--- config.mk ---
export PLATFORM = sky130hd
export DESIGN_NAME = erase_walker
export DESIGN_NICKNAME = d
export VERILOG_FILES = /design/src/rtl/erase_walker.sv
export SDC_FILE = /design/constraint.sdc
export NUM_CORES = 1
export LEC_CHECK = 0
export BUFFER_PORTS_ARGS = -buffer_cell sky130_fd_sc_hd__buf_2
export CORE_AREA = 2 2 197 199
export DETAILED_ROUTE_END_ITERATION = 10
export DIE_AREA = 0 0 199 201
export PLACE_DENSITY = 0.69
export SYNTH_ARGS = -nofsm -noshare
export SYNTH_HDL_FRONTEND = slang
export SYNTH_SLANG_ARGS = --single-unit
--- constraint.sdc ---
create_clock -name clk -period 19.55 [get_ports clk]
set_clock_uncertainty 0.15 [all_clocks]
set_input_delay 5.865 -clock clk [delete_from_list [all_inputs] [get_ports clk]]
set_output_delay 5.865 -clock clk [all_outputs]
set_load 0.02 [all_outputs]
--- src/rtl/erase_walker.sv ---
module erase_walker #(
  parameter int ADDR_W = 24,
  parameter int NREG   = 4,
  parameter int CHIP_W = 4,
  parameter int STAT_W = 8,
  localparam int SH_W  = $clog2(ADDR_W),
  localparam int IDX_W = $clog2(NREG + 1)
) (
  input  logic                   clk,
  input  logic                   rst_n,
  input  logic                   start_i,
  input  logic [ADDR_W-1:0]      ofs_i,
  input  logic [ADDR_W-1:0]      len_i,
  input  logic [NREG*ADDR_W-1:0] rgn_base_i,
  input  logic [NREG*SH_W-1:0]   rgn_lg2_i,
  input  logic [NREG*ADDR_W-1:0] rgn_cnt_i,
  input  logic [IDX_W-1:0]       rgn_num_i,
  input  logic [SH_W-1:0]        chip_lg2_i,
  input  logic [CHIP_W:0]        chip_num_i,
  output logic                   blk_req_o,
  output logic [CHIP_W-1:0]      blk_chip_o,
  output logic [ADDR_W-1:0]      blk_addr_o,
  output logic [ADDR_W-1:0]      blk_size_o,
  input  logic                   blk_done_i,
  input  logic [STAT_W-1:0]      blk_status_i,
  output logic                   busy_o,
  output logic                   done_o,
  output logic                   bad_align_o,
  output logic [STAT_W-1:0]      fail_code_o
);

  typedef enum logic [2:0] {S_IDLE, S_SCAN_A, S_CHK_A, S_SCAN_B, S_CHK_B, S_WALK} st_t;

  st_t                st;
  logic [ADDR_W-1:0]  ofs_q, len_q, addr_q;
  logic [CHIP_W-1:0]  chip_q;
  logic [IDX_W-1:0]   idx_q, cur_q;
  logic               done_q, bad_q;
  logic [STAT_W-1:0]  code_q;

  logic [ADDR_W-1:0]  base_a [NREG];
  logic [ADDR_W-1:0]  cnt_a  [NREG];
  logic [SH_W-1:0]    lg2_a  [NREG];

  for (genvar g = 0; g < NREG; g++) begin : g_unpack
    assign base_a[g] = rgn_base_i[g*ADDR_W +: ADDR_W];
    assign cnt_a[g]  = rgn_cnt_i[g*ADDR_W +: ADDR_W];
    assign lg2_a[g]  = rgn_lg2_i[g*SH_W +: SH_W];
  end

  logic [ADDR_W-1:0] idx_base, cur_base, cur_cnt;
  logic [SH_W-1:0]   idx_lg2, cur_lg2;

  always_comb begin
    idx_base = '0;
    idx_lg2  = '0;
    cur_base = '0;
    cur_cnt  = '0;
    cur_lg2  = '0;
    for (int k = 0; k < NREG; k++) begin
      if (idx_q == IDX_W'(k)) begin
        idx_base = base_a[k];
        idx_lg2  = lg2_a[k];
      end
      if (cur_q == IDX_W'(k)) begin
        cur_base = base_a[k];
        cur_cnt  = cnt_a[k];
        cur_lg2  = lg2_a[k];
      end
    end
  end

  logic [ADDR_W-1:0] end_ofs, target, idx_mask, cur_size, rgn_end;
  logic [ADDR_W-1:0] nxt_addr, nxt_ofs, nxt_len, chip_mask;
  logic              scan_go, chip_over, last_chip, last_rgn;

  assign end_ofs   = ofs_q + len_q;
  assign target    = (st == S_SCAN_A) ? ofs_q : end_ofs;
  assign scan_go   = (idx_q < rgn_num_i) && (target >= idx_base);
  assign idx_mask  = (ADDR_W'(1) << idx_lg2) - ADDR_W'(1);
  assign cur_size  = ADDR_W'(1) << cur_lg2;
  assign rgn_end   = cur_base + (cur_cnt << cur_lg2);
  assign nxt_addr  = addr_q + cur_size;
  assign nxt_ofs   = ofs_q + cur_size;
  assign nxt_len   = len_q - cur_size;
  assign chip_mask = (ADDR_W'(1) << chip_lg2_i) - ADDR_W'(1);
  assign chip_over = (nxt_addr >> chip_lg2_i) != '0;
  assign last_chip = ({1'b0, chip_q} + (CHIP_W+1)'(1)) >= chip_num_i;
  assign last_rgn  = cur_q >= (rgn_num_i - IDX_W'(1));

  always_ff @(posedge clk or negedge rst_n) begin
    if (!rst_n) begin
      st     <= S_IDLE;
      ofs_q  <= '0;
      len_q  <= '0;
      addr_q <= '0;
      chip_q <= '0;
      idx_q  <= '0;
      cur_q  <= '0;
      done_q <= 1'b0;
      bad_q  <= 1'b0;
      code_q <= '0;
    end else begin
      done_q <= 1'b0;
      case (st)
        S_IDLE: if (start_i) begin
          bad_q  <= 1'b0;
          code_q <= '0;
          ofs_q  <= ofs_i;
          len_q  <= len_i;
          idx_q  <= '0;
          if (len_i == '0) done_q <= 1'b1;
          else             st     <= S_SCAN_A;
        end
        S_SCAN_A, S_SCAN_B: begin
          if (scan_go) begin
            idx_q <= idx_q + IDX_W'(1);
          end else if (idx_q == '0) begin
            bad_q  <= 1'b1;
            done_q <= 1'b1;
            st     <= S_IDLE;
          end else begin
            idx_q <= idx_q - IDX_W'(1);
            st    <= (st == S_SCAN_A) ? S_CHK_A : S_CHK_B;
          end
        end
        S_CHK_A: begin
          if ((ofs_q & idx_mask) != '0) begin
            bad_q  <= 1'b1;
            done_q <= 1'b1;
            st     <= S_IDLE;
          end else begin
            cur_q <= idx_q;
            st    <= S_SCAN_B;
          end
        end
        S_CHK_B: begin
          if ((end_ofs & idx_mask) != '0) begin
            bad_q  <= 1'b1;
            done_q <= 1'b1;
            st     <= S_IDLE;
          end else begin
            chip_q <= CHIP_W'(ofs_q >> chip_lg2_i);
            addr_q <= ofs_q & chip_mask;
            st     <= S_WALK;
          end
        end
        S_WALK: if (blk_done_i) begin
          if (blk_status_i != '0) begin
            code_q <= blk_status_i;
            done_q <= 1'b1;
            st     <= S_IDLE;
          end else begin
            addr_q <= nxt_addr;
            ofs_q  <= nxt_ofs;
            len_q  <= nxt_len;
            if (nxt_ofs == rgn_end && !last_rgn) cur_q <= cur_q + IDX_W'(1);
            if (chip_over) begin
              addr_q <= '0;
              chip_q <= chip_q + CHIP_W'(1);
            end
            if ((chip_over && last_chip) || nxt_len == '0) begin
              done_q <= 1'b1;
              st     <= S_IDLE;
            end
          end
        end
        default: st <= S_IDLE;
      endcase
    end
  end

  assign blk_req_o   = (st == S_WALK);
  assign blk_chip_o  = chip_q;
  assign blk_addr_o  = addr_q;
  assign blk_size_o  = cur_size;
  assign busy_o      = (st != S_IDLE);
  assign done_o      = done_q;
  assign bad_align_o = bad_q;
  assign fail_code_o = code_q;

endmodule

Word level (Yosys, flattened, before mapping):

Cells that the tools add are included.

* add/subtract/negate cells: 13
* multiplexer cells: 79
* reduce and logical (&&, ||, !) cells: 29
* bitwise gates (word level): 3
* $lt $le $gt $ge: 4
* equal/unequal tests: 27
* shifts and indexed selects: 6

Operators by type and width (count)
* two-way mux 24 bit: 23
* case mux 24 bit (2 select lines): 3
* adder 24 bit: 4
* bitwise AND 24 bit: 3
* nonzero test 24 bit: 3
* left shift 1 x 5 -> 24 bit, first input constant: 3
* logical NOT 24 bit: 2
* two-way mux 3 bit: 16
* subtractor 24 x 2 -> 24 bit, second input constant: 2
* two-way mux 5 bit: 8
* equality test 24 bit: 1
* >= comparator 24 bit: 1
* two-way mux 8 bit: 3
* left shift 24 x 5 -> 24 bit: 1
* >> shifter 24 x 5 -> 24 bit: 1
* >> shifter 24 x 5 -> 4 bit: 1
* subtractor 24 bit: 1
* equality test 3 x 2 -> 1 bit, second input constant: 6
* != test 2 bit, second input constant: 9
* two-way mux 4 bit: 4
* case mux 8 bit (2 select lines): 1
* case mux 3 bit (5 select lines): 1
* AND reduction 5 bit: 3
* two-way mux 1 bit: 14
* 29 further kinds: 47

* input bits: 285
* output and inout port bits: 64
* word-level logic and storage cells: 171
* register bits after elaboration: 95

Logic depth before layout (Yosys ltp):

* word-level depth: 15
* mapped depth: 31
* depth with buffers taken out: 27

Least setup slack after synthesis:

No wires, ideal clock.

* path kind: input-to-output
* from: in rgn_lg2_i[7]
* to: out blk_size_o[0]
* arrival: 7659 ps
* path slack: 5876 ps
* path buffers: 2
* required time: 13535 ps
* stages on the path: 8
* cells stage by stage: a21oi_1 > o21ai_0 > a32o_1 > clkbuf_1 > clkbuf_1 > nor2_1 > nand2_1 > nor2_1

* longest elaborated chain between the ends: 4

RTL lines
* start, declared: RTL line 15 `input logic [NREG*SH_W-1:0] rgn_lg2_i,`
* two-way mux 5 bit (3 in series): RTL line 65 `if (cur_q == IDX_W'(k)) begin`
* left shift 1 x 5 -> 24 bit: RTL line 81 `assign cur_size = ADDR_W'(1) << cur_lg2;`
* end, declared: RTL line 23 `output logic [ADDR_W-1:0] blk_size_o,`

Every way passes these cells.

Worst setup path in the final report:

* from: in rgn_lg2_i[3]
* to: out blk_size_o[1]

* longest elaborated chain between the ends: 5

RTL lines (RTL line)
* two-way mux 5 bit (4 in series): 65
* left shift 1 x 5 -> 24 bit: 81

Every way passes these cells.

==> flow_metrics.py <==
metrics = {
    "floorplanning": {
        "rows": 72,
        "dieHeight_um": 201,
        "start_util_pct": 48.9,
        "die_area_um2": 40000,
        "core-area_um2": 38100,
        "die_x_um": 199,
        "num_io_pins": 349,
    },
    "timing": {
        "setup-violations-final": 0,
        "slew-limit-headroom_pct": 3.19,
        "timing.final.crit_share_pct": 73.3,
        "worst_slack_ps": 5220,
        "rsz0062_at_grt": "no",
        "worst_slew_pin_slew_ps": 1420,
        "report.final.slew_viol_count": 0,
        "clock.fmax_ghz": 0.0698,
        "tns_ps": 0,
        "fin_crit_ps": 14330,
        "finalHoldViolCount": 0,
    },
    "yosys": {
        "yosys.area.top_type": "dfrtp_1",
        "synth_common_cells": "326 x nand2_1, 257 x nor2_1, 210 x o21ai_0",
        "netlist_instances": 2639,
        "synth-compound-area-share_pct": 34.9,
        "synth_flop_cell": "dfrtp_1",
        "ys_warn_count": 0,
        "synth_top_cell_area_share_pct": 12.8,
        "synthMuxAreaShare_pct": 6.26,
        "syn-num-nets": 3090,
        "synth_xor_area_share_pct": 6.20,
        "synth_area_leaders": "dfrtp_1 13%, ha_1 11%, nand2_1 6.6%, o21ai_0 5.6%, a21oi_1 5.2%",
        "yosysSeqAreaShare_pct": 12.8,
        "syn_area_um2": 18600,
        "synth_top_family_by_area": "compound AO/OA/AOI/OAI gates",
        "synth_edf_count": 0,
        "ys_seq_elements": 95,
        "syn_avg_cell_area_um2": 7.06,
        "synth.distinct_cells": 99,
        "synthArstFlopShare_pct": 100,
        "synth_most_common_cell": "nand2_1",
        "yosys.area_share.simple_pct": 23.1,
        "synth_fa_ha_area_share_pct": 11.5,
    },
    "worst_setup_path": {
        "cp_cell_sequence": "buf_2 -> and3b_1 -> o221ai_1 -> nand3_1 -> nor2_1 -> nand2_1 -> inv_1 -> buf_2",
        "crit_top_cell": "buf_2",
        "worstSetupEndpointType": "primary output",
        "worstSetupPathType": "in2out",
        "cp_max_fo": 11,
        "cp.required_ps": 13530,
        "critPathLaunchType": "input pin",
        "slowest_delay_ps": 550,
        "critPathArrivalTime_ps": 8320,
        "crit_slowest_cell": "nand3_1",
    },
    "clock_tree": {
        "cts.sinks": 95,
        "cts_tree": "yes",
        "numCtsBuffers": 9,
        "clk_latency_ps": 380,
        "htreeDepth": 3,
        "cts_resized": 0,
        "postCtsHoldBufs": 0,
        "clk_pin_slew_ps": 90,
        "postCtsSetupBuffers": 0,
        "clockBufferDepth": 2,
        "root_buffer": "clkbuf_16",
    },
    "route": {
        "via_per_inst": 6.73,
        "drt-total-wl_um": 88600,
        "dr.pass1.iters": 6,
        "post-route-drc-count": 0,
        "postRouteAntennaNets": 0,
        "drtIter0Drc": 2665,
        "wl_per_cell_um": 26.1,
        "routed-via-count": 22800,
    },
    "finish": {
        "fin_nets": 3313,
        "fillers": 3804,
        "final-instance-count-excl-fill": 3389,
        "synthToLayoutAreaGrowth_pct": 12.6,
        "drive_gt1_share_pct": 17.0,
        "area.sequential_um2": 2380,
        "utilization_pct": 55.0,
        "multi_input_area_um2": 15300,
    },
    "power_and_ir_drop": {
        "switching_share_pct": 60.5,
        "combPwrFrac_pct": 86.7,
        "peakVddDrop_mv": 0.168,
        "powerDensity_nw_per_um2": 228,
        "power_leakage_nw": 9.87,
        "switching_power_mw": 2.89,
        "p_seq_share_pct": 9.0,
        "p_int_mw": 1.89,
        "clockPowerShare_pct": 4.3,
    },
    "place": {
        "dpl.hpwl_um": 71900,
        "dp_slack_ps": 5310,
        "dp_cells": 3369,
        "gp_congestion": 1.09,
        "io_buffers": 348,
    },
    "run_status": {
        "outcome": "complete, but fails checks",
        "violations": "capacitance limit",
    },
    "global_route": {
        "gr-usage-all-layers_pct": 43.1,
        "grt_pass1_vias": 21400,
        "grt_max_degree": 84,
        "grt_pass1_wl_um": 130000,
        "globalRouteOverflowTotal": 0,
        "antenna_found_initial": 4,
    },
    "flow_run": {
        "cap_violations": 1,
    },
    "min_path": {
        "hold_path.class": "reg2reg",
    },
}
layout make-up:
cell class / count / area share (%)
antenna: 4 / 0.0477
clock buffer: 9 / 1.07
clock inverter: 7 / 0.483
inverter: 85 / 1.52
multi-input combinational: 2288 / 72.9
sequential: 95 / 11.3
tap: 518 / 3.09
timing repair buffer: 383 / 9.57
state kept, by name (all words and copies together), names as in the netlist:
register / count
blk_chip_o: 4
idx_q: 3
st: 3
cur_q: 3
ofs_q: 24
done_o: 1
fail_code_o: 8
bad_align_o: 1
blk_addr_o: 24
len_q: 24
power by group through the flow:
stage	Sequential [mW]	Clock [mW]	Combinational, mW
after detailed placement	0.418	0	4.00
after global placement	0.420	0	3.94
final	0.430	0.205	4.15
after global routing	0.425	0.210	4.45
after CTS	0.413	0.203	4.02
after floorplan	0.335	0	2.84
metrics by stage:
step,area (um2),power (mW),hold WS [ps]
2_1_floorplan,18600,3.18,329
6_report,21000,4.78,355
5_1_grt,21000,5.08,379
3_5_place_dp,20600,4.41,329
3_3_place_gp,20600,4.36,329
4_1_cts,21000,4.64,353
worst paths after layout:
check | start | endpoint | slack (ps) | cells past startpoint
min in group asynchronous | rst_n | blk_addr_o[17] | 5270 | 1
worst max-delay path | rgn_lg2_i[3] | blk_size_o[1] | 5220 | 8
worst max register to register | cur_q[2] | blk_chip_o[3] | 10380 | 25
max in group asynchronous | rst_n | bad_align_o | 12680 | 2
worst min register to register | fail_code_o[0] | fail_code_o[0] | 360 | 1
worst min-delay path | fail_code_o[0] | fail_code_o[0] | 360 | 1
layer usage:
layer	track usage (%)	vias up	part of all wire [%]
li1	-	10300	-
met1	53.2	10900	38
met2	68.6	1332	45
met3	9.73	293	10
met4	24.9	4	6.9
met5	0	-	0.060
worst max-delay path: cells and delay by family:
kind,cells,cell delay [ps]
compound gates,1,460
buf+inv,3,680
simple gates,4,1310
cell families (layout without fill, tap and decap cells):
family | after synthesis | after routing
AO/OA/AOI/OAI | 970 | 970
AND/OR/NAND/NOR | 921 | 921
buffers and inverters | 256 | 484
adder cells (fa/ha/maj) | 168 | 168
XOR/XNOR | 127 | 127
multiplexers | 102 | 102
flip-flops | 95 | 95
other | 0 | 4
cell usage in the layout, fill, tap and decap left out, types with 67 or more instances in the layout:
cell	netlist	routed
dfrtp_1	95	95
o21ai_0	210	210
mux2i_1	67	67
nand2_1	326	326
ha_1	161	159
nor2_1	257	254
xnor2_1	80	80
inv_1	80	80
a21o_1	74	74
a21oi_1	195	195
buf_2	7	347
(Power assumes the default switching activity.)
